## src/rtl/mres_pkg.sv

```systemverilog
package mres_pkg;

  typedef enum logic [1:0] {
    CH_SEVEN    = 2'd0,
    CH_HALF_ODD = 2'd1,
    CH_HALF_POW = 2'd2
  } chan_kind_e;

  localparam int NUM_CH = 3;

  // Modulus of a channel for half-word width 'half'
  function automatic int chan_modulus(chan_kind_e k, int half);
    case (k)
      CH_SEVEN:    return 7;
      CH_HALF_ODD: return (1 << half) - 1;
      default:     return 1 << half;
    endcase
  endfunction

  // Value of 2^w reduced by the channel modulus (weight of the carry/borrow)
  function automatic int wrap_weight(chan_kind_e k, int w);
    case (k)
      CH_SEVEN: begin
        case (w % 3)
          0:       return 1;
          1:       return 2;
          default: return 4;
        endcase
      end
      CH_HALF_ODD: return 1;
      default:     return 0;
    endcase
  endfunction

endpackage

```

## src/rtl/mres_residue.sv

```systemverilog
module mres_residue
  import mres_pkg::*;
#(
  parameter int         W    = 16,
  parameter chan_kind_e KIND = CH_SEVEN
) (
  input  logic [W-1:0]   value,
  output logic [W/2-1:0] residue
);
  localparam int H  = W / 2;
  localparam int HP = H + 1;
  localparam int NG = (W + 2) / 3;

  // Sum of 3-bit groups, then end-around folding down to 0..6
  function automatic logic [2:0] fold_seven(logic [W-1:0] v);
    logic [W+2:0] ext;
    logic [7:0]   acc;
    logic [4:0]   s2;
    logic [3:0]   s3;
    logic [2:0]   s4;
    ext = {3'b000, v};
    acc = '0;
    for (int i = 0; i < NG; i++) acc = acc + 8'(ext[3*i +: 3]);
    s2 = 5'(acc[2:0]) + 5'(acc[5:3]) + 5'(acc[7:6]);
    s3 = 4'(s2[2:0]) + 4'(s2[4:3]);
    s4 = s3[2:0] + 3'(s3[3]);
    return (s4 == 3'd7) ? 3'd0 : s4;
  endfunction

  // Two halves added with the carry wrapped round; all-ones stands for zero
  function automatic logic [H-1:0] fold_odd(logic [W-1:0] v);
    logic [H:0] t;
    logic [H:0] s;
    t = {1'b0, v[H-1:0]} + {1'b0, v[W-1:H]};
    s = {1'b0, t[H-1:0]} + HP'(t[H]);
    return (&s[H-1:0]) ? '0 : s[H-1:0];
  endfunction

  generate
    if (KIND == CH_SEVEN) begin : g_seven
      assign residue = {{(H-3){1'b0}}, fold_seven(value)};
    end else if (KIND == CH_HALF_ODD) begin : g_odd
      assign residue = fold_odd(value);
    end else begin : g_pow
      logic unused_hi_bits;
      assign unused_hi_bits = ^value[W-1:H];
      assign residue = value[H-1:0];
    end
  endgenerate

endmodule

```

## src/rtl/mres_channel.sv

```systemverilog
module mres_channel
  import mres_pkg::*;
#(
  parameter int         W    = 16,
  parameter chan_kind_e KIND = CH_SEVEN
) (
  input  logic         clk,
  input  logic         rst_n,
  input  logic [W-1:0] op_a,
  input  logic [W-1:0] op_b,
  input  logic         cin,
  input  logic         sub_sel,
  input  logic         carry,
  input  logic [W-1:0] res_q,
  output logic         mism,
  output logic         flag_q
);
  localparam int H  = W / 2;
  localparam int PW = H + 3;
  localparam int M  = chan_modulus(KIND, H);
  localparam int K  = wrap_weight(KIND, W);
  localparam logic [PW-1:0] MV = PW'(M);
  localparam logic [PW-1:0] KV = PW'(K);

  logic [H-1:0]  ra, rb, r_act, pred_q;
  logic [PW-1:0] raw_pred;

  mres_residue #(.W(W), .KIND(KIND)) u_ra  (.value(op_a),  .residue(ra));
  mres_residue #(.W(W), .KIND(KIND)) u_rb  (.value(op_b),  .residue(rb));
  mres_residue #(.W(W), .KIND(KIND)) u_act (.value(res_q), .residue(r_act));

  // Input below 4*M brought into 0..M-1
  function automatic logic [PW-1:0] reduce(logic [PW-1:0] x);
    logic [PW-1:0] y;
    y = x;
    for (int i = 0; i < 3; i++) if (y >= MV) y = y - MV;
    return y;
  endfunction

  // add: ra + rb + cin - carry*2^W ; sub: ra - rb - cin + borrow*2^W
  always_comb begin
    if (sub_sel)
      raw_pred = PW'(ra) + (MV - PW'(rb)) + (MV - PW'(cin)) + (carry ? KV : '0);
    else
      raw_pred = PW'(ra) + PW'(rb) + PW'(cin) + (carry ? (MV - KV) : '0);
  end

  always_ff @(posedge clk) begin
    if (!rst_n) begin
      pred_q <= '0;
      flag_q <= 1'b0;
    end else begin
      pred_q <= H'(reduce(raw_pred));
      flag_q <= mism;
    end
  end

  // plain XOR equality test between predicted and generated residues
  assign mism = |(pred_q ^ r_act);

  AST_ACT_IN_RANGE: assert property (@(posedge clk) disable iff (!rst_n)
    PW'(r_act) < MV);
  AST_PRED_IN_RANGE: assert property (@(posedge clk) disable iff (!rst_n)
    PW'(pred_q) < MV);

endmodule

```

## config.mk

```make
export PLATFORM = sky130hd
export DESIGN_NAME = mres_channel
export DESIGN_NICKNAME = d
export VERILOG_FILES = /design/src/rtl/mres_pkg.sv /design/src/rtl/mres_residue.sv /design/src/rtl/mres_channel.sv
export SDC_FILE = /design/constraint.sdc
export NUM_CORES = 1
export LEC_CHECK = 0
export CAP_MARGIN = 0
export CORE_UTILIZATION = 65
export DETAILED_ROUTE_END_ITERATION = 16
export DONT_BUFFER_PORTS = 1
export PLACE_DENSITY = 0.81
export SETUP_SLACK_MARGIN = 0.1
export SLEW_MARGIN = 15
export SYNTH_ARGS = -nofsm -noshare
export SYNTH_HDL_FRONTEND = slang
export SYNTH_SLANG_ARGS = --single-unit
```

## constraint.sdc

```tcl
create_clock -name clk -period 20 [get_ports clk]
set_clock_uncertainty 0.05 [all_clocks]
set_input_delay 1 -clock clk [delete_from_list [all_inputs] [get_ports clk]]
set_output_delay 1 -clock clk [all_outputs]
set_load 0.1 [all_outputs]
```

======== After elaboration in Yosys (flattened, before gate mapping) ========
Index checks and enable logic that the tools add are counted.
word-level totals
  register bits ........................... 9
  output and inout port bits .............. 2
  word-level logic and storage cells ...... 59
operators by class
  add/subtract/negate cells ............... 38
  magnitude comparators ................... 3
  equal/unequal tests ..................... 3
  mux-type cells .......................... 11
  bitwise logic cells ..................... 1
  reductions and logical operators ........ 1
operators by type and width
  operator                                                                              number
  8-bit by 3-bit adder with 8-bit output                                                9
  11-bit 2-to-1 mux                                                                     5
  11-bit by 3-bit greater-or-equal comparator with 1-bit output, second input constant  3
  3-bit by 3-bit adder with 4-bit output                                                7
  8-bit by 1-bit adder with 8-bit output                                                3
  11-bit by 3-bit subtractor with 11-bit output, second input constant                  2
  5-bit by 2-bit adder with 5-bit output                                                3
  3-bit by 2-bit adder with 4-bit output                                                3
  3-bit 2-to-1 mux                                                                      4
  3-bit by 1-bit adder with 3-bit output                                                3
  3-bit equality test, second input constant                                            3
  8-bit 2-to-1 mux                                                                      1
  8-bit OR reduction                                                                    1
  8-bit by 3-bit subtractor with 8-bit output, second input constant                    1
  8-bit by 3-bit XOR with 8-bit output                                                  1
  6-bit by 3-bit adder with 7-bit output                                                1
  5-bit by 3-bit adder with 6-bit output                                                1
  5-bit by 4-bit adder with 6-bit output                                                1
  4-bit by 1-bit adder with 5-bit output                                                1
  4-bit by 4-bit adder with 5-bit output                                                1
  3-bit by 1-bit subtractor with 4-bit output, first input constant                     1
  3-bit by 3-bit subtractor with 4-bit output, first input constant                     1
  2-bit 2-to-1 mux                                                                      1

======== Logic depth before layout (Yosys ltp) ========
  word-level depth ........................ 24
  mapped depth ............................ 42

======== Cells and area by module ========
From an unflattened synthesis, not the netlist that was laid out.
second synthesis, totals
  cell total of the unflattened synthesis .. 568
  area total of the unflattened synthesis .. 4616.9 um^2
modules (own cells, without submodules)
  module        instances  cells an instance  area each (um^2)
  mres_channel  1          364                2725.1
  mres_residue  3          68                 630.6

======== Least setup slack after synthesis ========
Ideal clock, no wire load.
  path type ............................... input -> register
  start point ............................. input port op_b[0]
  end point ............................... register pred_q[1]
  library setup time ...................... 72 ps
  arrival time ............................ 10034 ps
  setup slack ............................. 9845 ps
  cell stages on the path ................. 40
  buffers on the path ..................... 1
  cell sequence ........................... ha_1 fa_1 xnor2_1 fa_1 inv_1 fa_1 ha_1 a21o_1 a21oi_1 xnor2_1 ha_1 a21o_1 a21o_1 ha_1 and3_1 ha_1 ha_1 xnor2_1 [... 4 more ...] fa_1 inv_1 o21ai_0 ha_1 inv_1 o221a_2 o221ai_2 nor2_2 mux2_2 ha_1 o221a_2 nor2_1 mux2_2 ha_1 o31ai_2 and3_1 buf_2 mux2i_1
on the way
  word-level cells in the longest chain between the ends .. 24
  elaborated cells on any way between the ends .. 30
  those cells by class .................... add/sub: 19; order compare: 3; eq/ne: 1; mux: 7
RTL lines
  element                                                                                                                         line                text
  start: declaration                                                                                                              mres_channel.sv:10  input logic [W-1:0] op_b,
  3-bit by 3-bit adder with 4-bit output *                                                                                        mres_residue.sv:23  for (int i = 0; i < NG; i++) acc = acc + 8'(ext[3*i +: 3]);
  8-bit by 3-bit adder with 8-bit output * (3 in a row)                                                                           mres_residue.sv:23
  8-bit by 1-bit adder with 8-bit output *                                                                                        mres_residue.sv:23
  3-bit by 3-bit adder with 4-bit output                                                                                          mres_residue.sv:24  s2 = 5'(acc[2:0]) + 5'(acc[5:3]) + 5'(acc[7:6]);
  5-bit by 2-bit adder with 5-bit output *                                                                                        mres_residue.sv:24
  3-bit by 2-bit adder with 4-bit output *                                                                                        mres_residue.sv:25  s3 = 4'(s2[2:0]) + 4'(s2[4:3]);
  3-bit by 1-bit adder with 3-bit output *                                                                                        mres_residue.sv:26  s4 = s3[2:0] + 3'(s3[3]);
  3-bit equality test                                                                                                             mres_residue.sv:27  return (s4 == 3'd7) ? 3'd0 : s4;
  [... 6 more ...]                                                                                                                n/a
  11-bit by 3-bit subtractor with 11-bit output or 11-bit by 3-bit greater-or-equal comparator with 1-bit output (tied branches)  mres_channel.sv:36  for (int i = 0; i < 3; i++) if (y >= MV) y = y - MV;
  11-bit 2-to-1 mux *                                                                                                             mres_channel.sv:36
  11-bit 2-to-1 mux *                                                                                                             mres_channel.sv:49  if (!rst_n) begin
  11-bit by 3-bit subtractor with 11-bit output or 11-bit by 3-bit greater-or-equal comparator with 1-bit output (tied branches)  mres_channel.sv:36
  11-bit 2-to-1 mux *                                                                                                             mres_channel.sv:36
  11-bit 2-to-1 mux *                                                                                                             mres_channel.sv:49
  11-bit by 3-bit greater-or-equal comparator with 1-bit output or 8-bit by 3-bit subtractor with 8-bit output (tied branches)    mres_channel.sv:36
  8-bit 2-to-1 mux *                                                                                                              mres_channel.sv:36
  end signal: assignment                                                                                                          mres_channel.sv:53  pred_q <= H'(reduce(raw_pred));
  end: declaration                                                                                                                mres_channel.sv:25  logic [H-1:0] ra, rb, r_act, pred_q;
Every way passes the cells marked *; elsewhere a longest branch is shown, timed or not. The select of a mux whose other input is x is not followed.
A chain may end at the register's enable or synchronous reset.

======== Worst setup path after layout ========
Same ends and word-level chain as after synthesis.

==> results.toml <==
[critical_path]
crit_start = "op_b[0]"
r2r_end = "flag_q$_SDFF_PN0_"
r2r-start = "pred_q[2]$_SDFF_PN0_"
worst_path_largest_cell_delay_ns = 0.52
crit_slowest_cell = "fa_1"
crit_top_cell = "ha_1"
cp_data_arrival_time_ns = 10.79
crit_fanout = 5
endpoint_kind = "register"
worstSetupPathType = "input pin to register"
crit_required_ns = 20.10
r2r_slack_ns = 18.42
cp-start-kind = "input pin"
worstRegToRegCells = 6

[clock_tree]
root_buffer = "clkbuf_8"
clk_pin_slew_ns = 0.04
cts_max_path_buffers = 2
clkSinkCount = 9
cts_tree = "done"
cts_buffers = 3
post_cts_buffers = 0
cts_resized = 0
hold_buffers = 0
htree_levels = 1
insertion_delay_ns = 0.22

[detailed_routing]
routed_wl_um = 6230
drt_first_iter_violations = 115
vias = 2685
wire_per_inst_um = 13.9
drc = 0
via_per_inst = 5.99
drt_first_pass_iters = 4
drtAntennaViolNets = 0

[global_route]
grt_max_degree = 16
grt_first_pass_wirelength_um = 10800
grt_pass1_vias = 2638
grt_usage = 0.251
grt-ovfl-total = 0
antenna_found_initial = 0

[placement]
dp_hpwl_um = 5520
port_buffers = 0
routabilityCongestion = 1.06

[min_path]
worstHoldEndpoint = "flag_q$_SDFF_PN0_"
hp-start = "pred_q[3]$_SDFF_PN0_"
min_path_cells = 4
hold_path_class = "register to register"

[outcome]
status = "complete, no violations"

[final_layout]
ff_latch_area_sq_um = 180
final_net_count = 521
drive_gt1_frac = 0.0499
area_growth_pct = 3.58
multi_input_area_sq_um = 2750
antenna_cells = 0
num-fill-cells = 360

[timing]
hold_violations = 0
rsz0062_at_grt = "false"
slew_viol_final = 0
tns_ns = 0
worst_pin_slew_ns = 0.928
fin_crit_ns = 10.69
timing.fmax_mhz = 93.5
min_period_over_period = 0.535
maxSlewHeadroom = 0.381
setup_viol = 0

[die]
fp-row-count = 25
die_area_sq_um = 5230
initial_core_util = 0.680
ios = 55
die_h_um = 72.3
core_sq_um = 4720
die_w_um = 72.3

[synthesis]
synth_nets = 519
syn_avg_cell_area_sq_um = 8.45
synth-async-reset-ratio = 0
ys.flop_type = "dfxtp_1"
synth_enable_flop_cells = 0
netlist_area_sq_um = 3210
synth.distinct_cells = 56
ys_warn_count = 0
synth_seq_area_share = 0.0561
ys_ff_latch = 9
syn_inst = 380

[flow_run]
max_cap_violations = 0
## final cells by class
type,instances,area share
Multi-Input combinational cell,298,0.827
Timing Repair Buffer,1,0.00226
Sequential cell,9,0.0542
Inverter,69,0.0778
Tap cell,67,0.0252
Clock buffer,4,0.0135
## registers in the layout, summed over array words and instances (netlist names)
| signal | cells |
|---|---|
| pred_q | 8 |
| flag_q | 1 |
## critical path, delay by kind of cell
kind,cells,cell delay (ns)
compound gates,9,2.14
xor+xnor,4,0.79
fa+ha+maj,15,4.81
buf+inv,3,0.20
mux,2,0.60
simple gates,6,1.19
## Yosys cell counts (5+ instances only)
| cell | number | share of area |
|---|---|---|
| o21ai_0 | 14 | 0.022 |
| fa_1 | 32 | 0.20 |
| nand4_1 | 5 | 0.0097 |
| o22ai_1 | 6 | 0.012 |
| nand2_1 | 22 | 0.026 |
| xor2_1 | 9 | 0.025 |
| a21oi_1 | 17 | 0.026 |
| xnor2_1 | 17 | 0.046 |
| dfxtp_1 | 9 | 0.056 |
| inv_1 | 69 | 0.081 |
| and2_1 | 7 | 0.014 |
| nor2b_1 | 5 | 0.0097 |
| nor3_1 | 6 | 0.0093 |
| nand3_1 | 7 | 0.011 |
| and3_1 | 6 | 0.012 |
| ha_1 | 54 | 0.21 |
| nor2_1 | 11 | 0.013 |
| a21o_1 | 19 | 0.044 |
## cell usage in the layout (no fill, tap or decap), types with 3 or more instances in the layout
cell type	n
a21boi_0	3
a21o_1	19
a21oi_1	17
and2_1	7
and3_1	6
clkbuf_8	3
dfxtp_1	9
fa_1	32
ha_1	54
inv_1	69
mux2_2	4
nand2_1	22
nand2b_1	4
nand3_1	7
nand4_1	5
nor2_1	11
nor2b_1	5
nor3_1	6
o211a_1	3
o211ai_1	3
o21a_1	4
o21ai_0	14
o21ai_1	3
o22ai_1	6
xnor2_1	17
xor2_1	9
## worst max-delay path by stage
stage | end
after CTS | pred_q[1]$_SDFF_PN0_
after detailed placement | pred_q[1]$_SDFF_PN0_
final | pred_q[1]$_SDFF_PN0_
after global placement | pred_q[1]$_SDFF_PN0_
after floorplan | pred_q[1]$_SDFF_PN0_
after global routing | pred_q[1]$_SDFF_PN0_
## routing by layer
| layer | GRT usage | vias to the layer above | part of all wire |
|---|---|---|---|
| li1 | - | 1323 | - |
| met2 | 0.465 | 79 | 0.50 |
| met4 | 0.0523 | 0 | 0.0095 |
| met5 | 0 | - | 0 |
| met1 | 0.319 | 1271 | 0.45 |
| met3 | 0.0181 | 12 | 0.044 |
## cells by family after synthesis
| group | share of synthesized area |
|---|---|
| DFF | 0.0561 |
| muxes | 0.0245 |
| and+or+nand+nor | 0.129 |
| buffers and inverters | 0.0873 |
| xor gates and xnor gates | 0.0760 |
| adders and majority gates | 0.410 |
| AOI/OAI and AO/OA | 0.217 |
## stage by stage
step	setup WS [ns]	util	instance area, sq um	cells	hold slack, ns
after floorplan	9.84	-	3210	380	1.23
after global placement	9.46	0.695	3280	444	0.815
after detailed placement	9.11	0.695	3280	444	0.846
after CTS	9.33	0.704	3330	448	0.860
after global routing	8.61	0.704	3330	448	0.882
final	9.31	0.704	3330	448	0.854
Power is left out: the tool's default activity adds up to more than one toggle a clock period on the data nets, which glitch-free logic cannot reach.
